===== config.mk =====
export PLATFORM = sky130hd
export DESIGN_NAME = cap_timer16
export DESIGN_NICKNAME = d
export VERILOG_FILES = /design/src/rtl/timer_pkg.sv /design/src/rtl/tmr_edge_unit.sv /design/src/rtl/tmr_ovf_ctl.sv /design/src/rtl/cap_timer16.sv
export SDC_FILE = /design/constraint.sdc
export NUM_CORES = 1
export LEC_CHECK = 0
export CAP_MARGIN = 40
export CORE_MARGIN = 10
export CORE_UTILIZATION = 55
export DETAILED_ROUTE_END_ITERATION = 10
export GPL_TIMING_DRIVEN = 0
export PLACE_DENSITY = 0.87
export RECOVER_POWER = 25
export SYNTH_ARGS = -nofsm -noshare
export SYNTH_HDL_FRONTEND = slang
export SYNTH_HIERARCHICAL = 1
export SYNTH_SLANG_ARGS = --single-unit

===== constraint.sdc =====
create_clock -name clk -period 5.1 [get_ports clk]
set_input_delay 0.765 -clock clk [delete_from_list [all_inputs] [get_ports clk]]
set_output_delay 0.765 -clock clk [all_outputs]
set_load 0.01 [all_outputs]

===== src/rtl/timer_pkg.sv =====
package timer_pkg;

    typedef enum logic [1:0] {
        MODE_FREE     = 2'b00,
        MODE_MATCH    = 2'b01,
        MODE_EDGE     = 2'b10,
        MODE_FREE_ALT = 2'b11
    } cnt_mode_e;

    typedef enum logic [1:0] {
        EDGE_RISE = 2'b00,
        EDGE_FALL = 2'b01,
        EDGE_BOTH = 2'b10,
        EDGE_OFF  = 2'b11
    } edge_sel_e;

    typedef struct packed {
        logic flag;
        logic win;
    } ovf_state_t;

endpackage


===== src/rtl/tmr_edge_unit.sv =====
module tmr_edge_unit
    import timer_pkg::*;
#(
    parameter int SYNC_STAGES = 2
) (
    input  logic       clk,
    input  logic       rst_n,
    input  logic       pin,
    input  logic [1:0] edge_sel,
    output logic       hit
);

    // sh_q[SYNC_STAGES-1] is the synchronized level, sh_q[SYNC_STAGES] its previous value
    logic [SYNC_STAGES:0] sh_d, sh_q;
    logic                 synced, prev, rise, fall;
    edge_sel_e            sel_e;

    assign sel_e = edge_sel_e'(edge_sel);

    always_comb begin
        sh_d   = {sh_q[SYNC_STAGES-1:0], pin};
        synced = sh_q[SYNC_STAGES-1];
        prev   = sh_q[SYNC_STAGES];
        rise   = synced & ~prev;
        fall   = ~synced & prev;
        case (sel_e)
            EDGE_RISE: hit = rise;
            EDGE_FALL: hit = fall;
            EDGE_BOTH: hit = rise | fall;
            default:   hit = 1'b0;
        endcase
    end

    always_ff @(posedge clk) begin
        if (!rst_n) sh_q <= '0;
        else        sh_q <= sh_d;
    end

endmodule


===== src/rtl/tmr_ovf_ctl.sv =====
module tmr_ovf_ctl
    import timer_pkg::*;
(
    input  logic clk,
    input  logic rst_n,
    input  logic wrap,
    input  logic next_zero,
    input  logic clr,
    output logic flag,
    output logic window
);

    ovf_state_t ovf_d, ovf_q;

    always_comb begin
        ovf_d = ovf_q;
        // the guard window opens on a rollover and closes once the counter leaves zero
        if (wrap)            ovf_d.win = 1'b1;
        else if (!next_zero) ovf_d.win = 1'b0;
        // a rollover outranks a clear, and a clear inside the window is dropped
        if (wrap)                   ovf_d.flag = 1'b1;
        else if (clr && !ovf_q.win) ovf_d.flag = 1'b0;
    end

    always_ff @(posedge clk) begin
        if (!rst_n) ovf_q <= '0;
        else        ovf_q <= ovf_d;
    end

    assign flag   = ovf_q.flag;
    assign window = ovf_q.win;

endmodule


===== src/rtl/cap_timer16.sv =====
module cap_timer16
    import timer_pkg::*;
#(
    parameter int CNT_W       = 16,
    parameter int SYNC_STAGES = 2
) (
    input  logic             clk,
    input  logic             rst_n,
    input  logic             cnt_en,
    input  logic [1:0]       mode,
    input  logic [1:0]       edge_sel,
    input  logic             ext_in,
    input  logic             wr_en,
    input  logic             wr_sel,
    input  logic [CNT_W-1:0] wr_data,
    input  logic             rd_en,
    input  logic             rd_sel,
    output logic [CNT_W-1:0] rd_data,
    output logic             rd_invalid,
    input  logic             ovf_clr,
    output logic             ovf_flag,
    output logic [CNT_W-1:0] count,
    output logic             match_irq,
    output logic             capture_irq
);

    localparam logic [CNT_W-1:0] CNT_MAX = '1;
    localparam logic [CNT_W-1:0] CNT_ONE = CNT_W'(1);

    typedef struct packed {
        logic [CNT_W-1:0] count;
        logic [CNT_W-1:0] cc0;
        logic [CNT_W-1:0] cc1;
        logic             match_irq;
        logic             cap_irq;
    } core_t;

    core_t            state_d, state_q;
    cnt_mode_e        mode_e;
    logic             edge_hit;
    logic             clr_edge;
    logic             wrap;
    logic             next_zero;
    logic             ovf_window;
    logic [CNT_W-1:0] cc0_val, cc1_val;

    assign mode_e = cnt_mode_e'(mode);

    tmr_edge_unit #(
        .SYNC_STAGES(SYNC_STAGES)
    ) u_edge (
        .clk      (clk),
        .rst_n    (rst_n),
        .pin      (ext_in),
        .edge_sel (edge_sel),
        .hit      (edge_hit)
    );

    always_comb begin
        state_d  = state_q;
        clr_edge = edge_hit && (mode_e == MODE_EDGE);

        // counter: edge clear first, then strobe-driven step or match restart
        if (clr_edge) begin
            state_d.count = '0;
        end else if (cnt_en) begin
            if (mode_e == MODE_MATCH && state_q.count == state_q.cc0)
                state_d.count = '0;
            else
                state_d.count = state_q.count + CNT_ONE;
        end

        // compare register: software only
        if (wr_en && !wr_sel)
            state_d.cc0 = wr_data;

        // capture register: a capture beats a same-cycle write
        if (edge_hit)
            state_d.cc1 = state_q.count;
        else if (wr_en && wr_sel)
            state_d.cc1 = wr_data;

        state_d.match_irq = (state_d.count == state_q.cc0) &&
                            (state_d.count != state_q.count);
        state_d.cap_irq   = edge_hit;
    end

    always_ff @(posedge clk) begin
        if (!rst_n) state_q <= '0;
        else        state_q <= state_d;
    end

    assign wrap      = cnt_en && (state_q.count == CNT_MAX);
    assign next_zero = (state_d.count == '0);

    tmr_ovf_ctl u_ovf (
        .clk       (clk),
        .rst_n     (rst_n),
        .wrap      (wrap),
        .next_zero (next_zero),
        .clr       (ovf_clr),
        .flag      (ovf_flag),
        .window    (ovf_window)
    );

    assign cc0_val     = state_q.cc0;
    assign cc1_val     = state_q.cc1;
    assign count       = state_q.count;
    assign match_irq   = state_q.match_irq;
    assign capture_irq = state_q.cap_irq;
    assign rd_data     = rd_sel ? state_q.cc1 : state_q.cc0;
    assign rd_invalid  = rd_en && rd_sel && edge_hit;

endmodule


Word-level counts from Yosys, hierarchy flattened --
Index checks and enable logic that the tools add are counted.
Storage, ports and cells: register bits after elaboration 55, output and inout port bits 36
Operators by class: multiplexer cells 11, equality and inequality tests 9, $add $sub $neg 1, bitwise gates (word level) 5, reduce and logical (&&, ||, !) cells 15
Operators with widths (count):
- 16-bit 2-to-1 mux | 6
- 16-bit equality test | 2
- 16-bit by 1-bit adder with 16-bit output (second input constant) | 1
- 16-bit equality test (second input constant) | 1
- 16-bit logical NOT | 1
- 16-bit != test | 1
- 1-bit logical AND | 9
- 2-bit by 1-bit equality test with 1-bit output (second input constant) | 2
- 2-bit equality test (second input constant) | 2
- 1-bit 2-to-1 mux | 4
- 2-bit nonzero test | 2
- 1-bit one-hot mux with 3 select lines | 1
- 1-bit AND | 2
- 1-bit logical NOT | 2
- 2-bit logical NOT | 1
- 2-bit by 1-bit != test with 1-bit output (second input constant) | 1
- 1-bit inverter | 2
- 1-bit bitwise OR | 1

Logic depth before layout (Yosys ltp) --
Gate-level depths: netlist of run 1.
word-level depth 9, mapped depth 10, gate-level depth less buffers 9

Cells and area by module --
Netlist of run 1, hierarchy kept.
By module, submodules not included:
- cap_timer16 | area an instance 2892.8 um^2, cells each 345, times used 1
- tmr_edge_unit | area an instance 133.9 um^2, cells each 13, times used 1
- tmr_ovf_ctl | area an instance 65.1 um^2, cells each 7, times used 1

Least setup slack after synthesis of run 1 --
No wires, ideal clock.
kind in2out, from input port edge_sel[0], to output port rd_invalid, cell stages on the path 5, data required time 4.335 ns, slack 2.163 ns, buffers on the path 2, data arrival time 2.172 ns, path through nand2b_1 -> o22ai_1 -> clkbuf_1 -> clkbuf_1 -> and3_1
Between the ends: cells in the longest elaborated chain, start to end 3
Ends and longest elaborated chain:
- start: declaration | RTL line cap_timer16.sv:11 | input logic [1:0] edge_sel,
- 2-bit equality test (tied with other cells) | RTL line tmr_edge_unit.sv:26 | case (sel_e)
- 1-bit one-hot mux with 3 select lines * | RTL line tmr_edge_unit.sv:26
- via edge_hit | RTL line cap_timer16.sv:40 | logic edge_hit;
- 1-bit logical AND * | RTL line cap_timer16.sv:112 | assign rd_invalid = rd_en && rd_sel && edge_hit;
- end: declaration | RTL line cap_timer16.sv:19 | output logic rd_invalid,
Mark *: on every way through the listed nets, which the timed path passes. The rest lies on a longest branch.

Worst setup path after layout of run 1 --
Same ends and word-level chain as after synthesis.

==> flow_summary_export.csv, run 1 <==
group,metric,value,unit
outcome,status,"complete, no violations",
logic_synthesis,yosysWarnings,6,
layout,drive_above_1_share,8.05,%
placed_design,hpwl,7230,µm
clock_tree,cts.htree.levels,2,
clock_tree,cts_made_buffers,5,
clock_tree,holdBufCountCts,0,
sta,hold_ws,466,ps
logic_synthesis,syn-num-nets,397,
sta,rsz0062_at_grt,"false",
floorplanning,die_h,95.0,µm
global_route,antenna_found_initial,0,
setup_path,regToRegEndpoint,"match_irq",
global_route,grt_pass1_vias,2921,
route,drt_iter0_markers,254,
clock_tree,cts.clk_slew.worst_paths,90,ps
clock_tree,clock_latency,300,ps
layout,fillers,479,
floorplanning,dieArea,0.00902,mm²
placed_design,port_buffers,62,
route,drc_errors,0,
global_route,grt_max_degree,16,
logic_synthesis,yosys.area.top_type,"dfxtp_1",
route,drt_first_pass_iters,7,
hold_path,min_from,"u_edge/sh_q[0]",
logic_synthesis,yosysUniqueCellTypes,54,
hold_path,hold_path.class,"flop to flop",
logic_synthesis,ys_seq_area_share,35.6,%
floorplanning,rows,27,
clock_tree,cts_tree,"yes",
route,avgRoutedWirePerCell,18.7,µm
layout,area_growth,26.2,%
setup_path,path_class,"primary input to output pin",
global_route,grt_usage,21.3,%
setup_path,r2r_setup_slack,2200,ps
setup_path,r2r_cells,8,
clock_tree,cts_sinks,55,
sta,hold_violations,0,
logic_synthesis,ys.flop_type,"dfxtp_1",
sta,max-slew-margin-rel,44.1,%
sta,finalCritPeriodShare,85.9,%
route,vias_per_cell,5.95,
floorplanning,io_pins,65,
hold_path,hold_end,"u_edge/sh_q[1]",
hold_path,min_path_cells,1,
logic_synthesis,synth_edf_count,0,
layout,final_nets,466,
route,routed_wl,9470,µm
pwr,powerDensity,233,mW/mm²
placed_design,finalWeightedCongestion,0.962,
setup_path,worstPathMaxFanout,10,
clock_tree,post_cts_resized,0,
logic_synthesis,ys_top_cells_by_area,"dfxtp_1, xnor2_1, mux2i_1",
logic_synthesis,synthCells,365,
layout,n_antenna_cell,0,
floorplanning,fp.dieW,95.0,µm
pwr,p_leak,0.00148,µW
setup_path,required,4340,ps
floorplanning,start_util,56.5,%
logic_synthesis,synthesis.area,0.00309,mm²
global_route,grt_pass1_wl,15100,µm
sta,setup_viol_count_final,0,
route,detail-route-antenna-nets,0,
logic_synthesis,syn_avg_cell_area,8.47,µm²
setup_path,timing.rr.start,"count[0]",
placed_design,postPlaceCellArea,0.00380,mm²
sta,layout_min_cycle_time,4380,ps
floorplanning,core_area,0.00547,mm²
run,cap_violations,0,
clock_tree,clk_path_buf_depth,2,
clock_tree,postCtsSetupBuffers,0,
sta,drv_slew,0,
pwr,ir_drop,0.159,mV
sta,tns,0,ps
logic_synthesis,ys_ff_latch,55,
global_route,grt_overflow,0,
layout,fin_area,0.00390,mm²
sta,timing.fmax,0.228,GHz
sta,worstMarginPinSlew,839,ps
setup_path,crit_path_start_kind,"primary input",
sta,finClkSkew,7.13,ps
setup_path,worstPathArrival,3620,ps
logic_synthesis,synth_top_area_share,35.6,%
setup_path,end_kind,"output pin",
clock_tree,clockRootBuffer,"clkbuf_8",
route,num_vias,3017,
logic_synthesis,synthArstFlopShare,0,%
[layer usage]
metal | wire length, µm | GRT usage [%] | up-vias
met2 | 4530 | 35.2 | 146
li1 | - | - | 1433
met3 | 826 | 3.65 | 16
met4 | 195 | 8.35 | 0
met1 | 3920 | 27.1 | 1422
met5 | 0 | 0 | -
[sequential cells by signal (all words and copies together), names as in the netlist]
register / cells
capture_irq: 1
match_irq: 1
cc1_val: 16
u_edge/sh_q: 3
u_ovf/flag: 1
count: 16
cc0_val: 16
u_ovf/window: 1
[cells in the mapped netlist (3+ instances only)]
library cell and instances:
a211oi_1 17, inv_1 6, buf_4 3, xnor2_1 23, nand3_1 7, nor4_1 10
and2_1 5, mux2i_1 18, nor3_1 3, and3_1 4, ha_1 3, buf_2 4
dfxtp_1 55, nand2_1 43, o21ai_0 7, a21oi_1 21, nand4_1 12, nor2b_1 3
nor2_1 39, xor2_1 11, mux2_2 14, clkbuf_1 17
[stage by stage]
step                setup slack, ps  utilization, %  instances  total power, µW
finish                          719            71.3        507              911
global route                    603            71.3        507              948
CTS                             720            71.3        507              910
detailed placement              739            69.5        499              658
global placement                758            69.5        499              653
floorplan                      2160               -        365              579
[power breakdown]
part           internal [µW]  leakage [µW]  switching [µW]  total (µW)
Sequential               450      0.000449            23.0         473
Clock                    124     0.0000515             136         261
Combinational           91.3      0.000978            86.3         178
[cells in the final DEF, fill, tap and decap left out, drive strengths merged, types with 2 or more instances in the layout]
master and instances:
nor2 39, a211oi 17, nor3 3, xor2 11, inv 6, a221oi 2, nand3b 2, nand2 43
a2111o 2, clkbuf 26, nor4 10, ha 3, clkdlybuf4s50 48, mux2i 18, xnor2 24, nand3 7
dfxtp 55, and3 5, a21oi 21, a211o 2, nor2b 3, a22o 2, dlygate4sd3 14, buf 9
nand4 13, and2 5, mux2 14, nand2b 2, and4 3, o21ai 9
[area by class of cell]
class	count	area [µm²]	area share (%)
Buffer	27	125	3.21
Clock buffer	8	100	2.56
Inverter	6	22.5	0.577
Multi-Input combinational cell	277	1840	47.2
Sequential cell	55	1100	28.2
Tap cell	72	90.1	2.31
Timing Repair Buffer	62	621	15.9
[critical path, stage by stage]
cell             delay (ps)
clkdlybuf4s50_1         430
nand2b_1                160
o22ai_1                 200
clkbuf_1                580
clkbuf_1                670
and3_1                  260
clkdlybuf4s50_1         540
[worst max path at each step]
stage	from	to	slack (ps)
after floorplan	edge_sel[0]	rd_invalid	2160
after global placement	edge_sel[0]	rd_invalid	760
after detailed placement	edge_sel[0]	rd_invalid	740
after CTS	edge_sel[0]	rd_invalid	720
after global routing	edge_sel[0]	rd_invalid	600
final	edge_sel[0]	rd_invalid	720
[cells by family after synthesis]
kind of cell / Yosys count / synth area share [%]
muxes: 32 / 10.9
and+or+nand+nor: 142 / 23.0
DFF: 55 / 35.6
buffers and inverters: 33 / 4.78
AOI/OAI and AO/OA: 65 / 14.3
adders and majority gates: 3 / 1.21
xor gates and xnor gates: 35 / 10.2
Note: power is estimated with default switching activity, not from simulation.
==> inputs of run 2 (changes only) <==
CORE_MARGIN = default   (was 10)
==> run 2 against run 1 <==
Against the previous run:
- wire length down 5.2%
- worst setup slack gained 49 ps
- non-clock buffer count stayed put
- via count rose by 2.0%
- cell count is 0.39% lower
- clock-buffer cell count decreased by 1
- clock power down 3%
- sequential power barely moved
- largest cell class unchanged
- largest power group unchanged
==> flow_summary_export.csv, run 2 (synthesized netlist as in run 1, its figures left out) <==
group,metric,value,unit
global_route,antenna_found_initial,0,
clock_tree,clock_latency,320,ps
sta,max-slew-margin-rel,48.0,%
sta,hold_violations,0,
clock_tree,postCtsSetupBuffers,0,
global_route,grt_pass1_vias,2953,
sta,rsz0062_at_grt,"false",
floorplanning,rows,26,
pwr,p_total,903,µW
setup_path,worst_path_largest_cell_delay,640,ps
global_route,grt_usage,30.7,%
clock_tree,cts_sinks,55,
setup_path,worstPathArrival,3570,ps
hold_path,hold_path.class,"flop to flop",
layout,fin_area,0.00389,mm²
placed_design,port_buffers,62,
setup_path,end_kind,"output pin",
layout,final_cell_mix,"dfxtp_1, clkdlybuf4s50_1, nand2_1",
layout,area_growth,26.0,%
clock_tree,cts.htree.levels,2,
clock_tree,clockRootBuffer,"clkbuf_8",
floorplanning,start_util,58.7,%
setup_path,path_cells,"clkdlybuf4s50_1, mux2i_1, o22ai_1, clkbuf_1, clkbuf_1, and3_1, clkdlybuf4s50_1",
layout,n_antenna_cell,0,
route,drt_iter0_markers,279,
setup_path,path_class,"primary input to output pin",
route,routed_wl,8990,µm
clock_tree,cts_made_buffers,5,
clock_tree,post_cts_resized,0,
route,drc_errors,0,
route,detail-route-antenna-nets,0,
global_route,grt_pass1_wl,14200,µm
floorplanning,fp.dieW,77.0,µm
layout,final_nets,466,
floorplanning,io_pins,65,
route,vias_per_cell,6.10,
layout,utilization,73.9,%
clock_tree,holdBufCountCts,0,
sta,timing.fmax,0.231,GHz
setup_path,required,4340,ps
placed_design,hpwl,6570,µm
route,avgRoutedWirePerCell,17.8,µm
sta,tns,0,ps
layout,drive_above_1_share,8.05,%
floorplanning,die_h,77.0,µm
pwr,powerDensity,232,mW/mm²
placed_design,finalWeightedCongestion,0.956,
setup_path,crit_path_start_kind,"primary input",
clock_tree,clk_path_buf_depth,2,
sta,setup_viol_count_final,0,
global_route,grt_overflow,0,
global_route,grt_max_degree,17,
layout,fillers,426,
setup_path,crit_family,"buffers and inverters",
sta,worstMarginPinSlew,781,ps
placed_design,postPlaceCellArea,0.00380,mm²
floorplanning,dieArea,0.00593,mm²
setup_path,cpMaxStageDelayCell,"clkbuf_1",
setup_path,path_buf_inv,4,
sta,drv_slew,0,
outcome,status,"complete, no violations",
pwr,ir_drop,0.170,mV
floorplanning,core_area,0.00527,mm²
sta,finClkSkew,10.9,ps
sta,layout_min_cycle_time,4330,ps
sta,finalCritPeriodShare,84.9,%
route,num_vias,3078,
layout,layout_commonest_cell,"dfxtp_1",
route,drt_first_pass_iters,5,
pwr,p_leak,0.00148,µW
setup_path,worstPathMaxFanout,10,
run,cap_violations,0,
clock_tree,cts_tree,"yes",
clock_tree,cts.clk_slew.worst_paths,90,ps
## run 2: power by group
part | internal (µW) | total, µW | switching (µW)
combinational | 91.4 | 178 | 86.7
clock | 112 | 252 | 140
sequential | 450 | 473 | 23.5
total | 653 | 903 | 251
## run 2: metrics by stage
| stage | worst slack, ps | hold slack, ps | cells |
|---|---|---|---|
| 3_5_place_dp | 765 | 421 | 497 |
| 4_1_cts | 763 | 443 | 505 |
| 6_report | 768 | 440 | 505 |
| 2_1_floorplan | 2160 | 406 | 365 |
| 5_1_grt | 648 | 485 | 505 |
| 3_3_place_gp | 834 | 410 | 497 |
## run 2: layout make-up
cell class | count | area (µm²) | share of cell area, %
multi-input cells | 277 | 1840 | 47.3
flip-flops and latches | 55 | 1100 | 28.3
repair buffers | 62 | 621 | 15.9
plain buffers | 27 | 125 | 3.21
well taps | 70 | 87.6 | 2.25
clock buffers | 7 | 86.3 | 2.22
inverters | 6 | 22.5 | 0.578
clock inverters | 1 | 8.76 | 0.225
## run 2: worst paths after layout
kind | startpoint | cells past startpoint | slack, ps | end
min reg2reg | u_edge/sh_q[0] | 1 | 440 | u_edge/sh_q[1]
max reg2reg | count[1] | 8 | 2220 | match_irq
min | u_edge/sh_q[0] | 1 | 440 | u_edge/sh_q[1]
max | edge_sel[0] | 7 | 770 | rd_invalid
## run 2: routing by layer
| metal | vias to the layer above | global-route usage, % | routed length (µm) |
|---|---|---|---|
| met2 | 153 | 51.7 | 4250 |
| met4 | 0 | 13.6 | 215 |
| met5 | - | 0 | 0 |
| met3 | 29 | 6.67 | 712 |
| met1 | 1463 | 37.6 | 3810 |
| li1 | 1433 | - | - |
==> inputs of run 3 (changes only) <==
CORE_UTILIZATION = 46   (was 55)
PLACE_DENSITY = 0.78   (was 0.87)
clock period = 3.8 ns   (was 5.1 ns; I/O delays follow)
==> run 3 against run 2 <==
Against the previous run:
- the run now ends with design-rule violations left
- hold slack got worse by 5.3 ps
- wire length up 2.5%
- sequential share of layout area down 0.35 points
- largest cell class unchanged
==> flow_summary_export.csv, run 3 (synthesized netlist as in run 1, its figures left out) <==
group,metric,value,unit
route,vias_per_cell,5.88,
global_route,grt_pass1_wl,14800,µm
clock_tree,postCtsSetupBuffers,0,
sta,timing.fmax,0.285,GHz
clock_tree,cts.clk_slew.worst_paths,90,ps
sta,max-slew-margin-rel,46.4,%
route,drt_iter0_markers,299,
route,drc_errors,10,
global_route,grt_overflow,0,
placed_design,post-place-ws,-181,ps
clock_tree,clk_path_buf_depth,2,
route,drt_first_pass_iters,8,
sta,setup_viol_count_final,0,
floorplanning,core_area,0.00642,mm²
floorplanning,dieArea,0.00705,mm²
layout,multi_input_area,0.00184,mm²
sta,finalCritPeriodShare,92.3,%
pwr,power.share.clock,34.4,%
placed_design,port_buffers,62,
global_route,grt_usage,26.6,%
clock_tree,cts.htree.levels,2,
sta,finClkSkew,11.9,ps
sta,drv_slew,0,
floorplanning,io_pins,65,
pwr,comb_power_share,18.0,%
clock_tree,holdBufCountCts,0,
pwr,p_seq_share,47.7,%
floorplanning,fp.dieW,84.0,µm
pwr,powerDensity,337,mW/mm²
sta,hold_violations,0,
outcome,status,"finished, violations left",
placed_design,hpwl,6730,µm
clock_tree,cts_sinks,55,
sta,fin_ws,292,ps
setup_path,crit_path_start_kind,"primary input",
layout,area_growth,27.6,%
pwr,p_int,990,µW
setup_path,worst_path_largest_cell_delay,530,ps
route,detail-route-antenna-nets,0,
outcome,violations,"design-rule violations",
global_route,grt_max_degree,17,
setup_path,required,3230,ps
route,routed_wl,9210,µm
layout,final-seq-area,0.00110,mm²
setup_path,worstPathArrival,2940,ps
layout,final_nets,466,
floorplanning,die_h,84.0,µm
floorplanning,start_util,48.1,%
layout,fillers,585,
sta,rsz0062_at_grt,"false",
pwr,p_sw,341,µW
global_route,grt_pass1_vias,2897,
clock_tree,post_cts_resized,1,
layout,n_antenna_cell,0,
setup_path,end_kind,"output pin",
hold_path,hold_path.class,"flop to flop",
route,avgRoutedWirePerCell,18.0,µm
sta,layout_min_cycle_time,3510,ps
setup_path,worstPathMaxFanout,10,
clock_tree,clockRootBuffer,"clkbuf_8",
setup_path,cpMaxStageDelayCell,"clkdlybuf4s50_1",
setup_path,path_class,"primary input to output pin",
clock_tree,cts_made_buffers,5,
layout,utilization,61.4,%
sta,worstMarginPinSlew,804,ps
clock_tree,clock_latency,310,ps
route,num_vias,3011,
layout,layout_commonest_cell,"dfxtp_1",
setup_path,path_cells,"clkdlybuf4s50_1, nand2b_1, o22ai_1, clkbuf_2, clkbuf_2, and3_1, clkdlybuf4s50_1",
pwr,swShare,25.6,%
layout,drive_above_1_share,8.51,%
layout,final_cell_mix,"dfxtp_1, clkdlybuf4s50_1, nand2_1",
clock_tree,cts_tree,"yes",
floorplanning,rows,29,
pwr,p_leak,0.00150,µW
global_route,antenna_found_initial,0,
setup_path,r2r_setup_slack,890,ps
pwr,ir_drop,0.202,mV
placed_design,finalWeightedCongestion,0.908,
run,cap_violations,0,
-- run 3: cell types whose count changed in the layout (fill, tap and decap cells not counted), sizes merged --
cell,before,now
clkinv,1,0
clkbuf,25,24
bufinv,0,2
-- run 3: area by class of cell --
cell class	count	share of cell area [%]
sequential	55	27.9
inverter	6	0.571
timing repair buffer	62	15.7
tap	77	2.44
multi-input combinational	277	46.7
clock buffer	6	1.84
clock inverter	2	1.52
buffer	27	3.24
-- run 3: per-layer routing --
layer	wire length [µm]	up-vias	global-route usage [%]
li1	-	1431	-
met1	4050	1402	35.5
met5	0	-	0
met3	723	25	4.65
met4	172	0	8.78
met2	4260	153	43.6
-- run 3: worst paths after layout --
check / startpoint / endpoint / depth (start not counted)
worst max-delay path: edge_sel[0] / rd_invalid / 7
worst min-delay path: u_edge/sh_q[0] / u_edge/sh_q[1] / 1
worst max register to register: count[0] / match_irq / 8
worst min register to register: u_edge/sh_q[0] / u_edge/sh_q[1] / 1
-- run 3: power groups by stage --
stage	sequential (µW)	clock [µW]	combinational, µW
floorplan	638	0	139
global placement	645	0	231
detailed placement	647	0	235
CTS	633	464	237
global route	638	491	258
finish	634	457	239
-- run 3: metrics by stage --
stage               TNS, ps  instances  instance area [µm²]  total power, µW  hold slack (ps)
finish                    0        512                 3940             1330              434
global route              0        512                 3940             1390              454
CTS                       0        512                 3940             1330              437
detailed placement     -181        504                 3810              882              414
global placement       -196        504                 3810              876              408
floorplan                 0        365                 3090              777              406
-- run 3: critical path: cells and delay by family --
kind / cells / cell delay (ps)
AND/OR/NAND/NOR: 2 / 380
AO/OA/AOI/OAI: 1 / 240
buffers and inverters: 4 / 1740
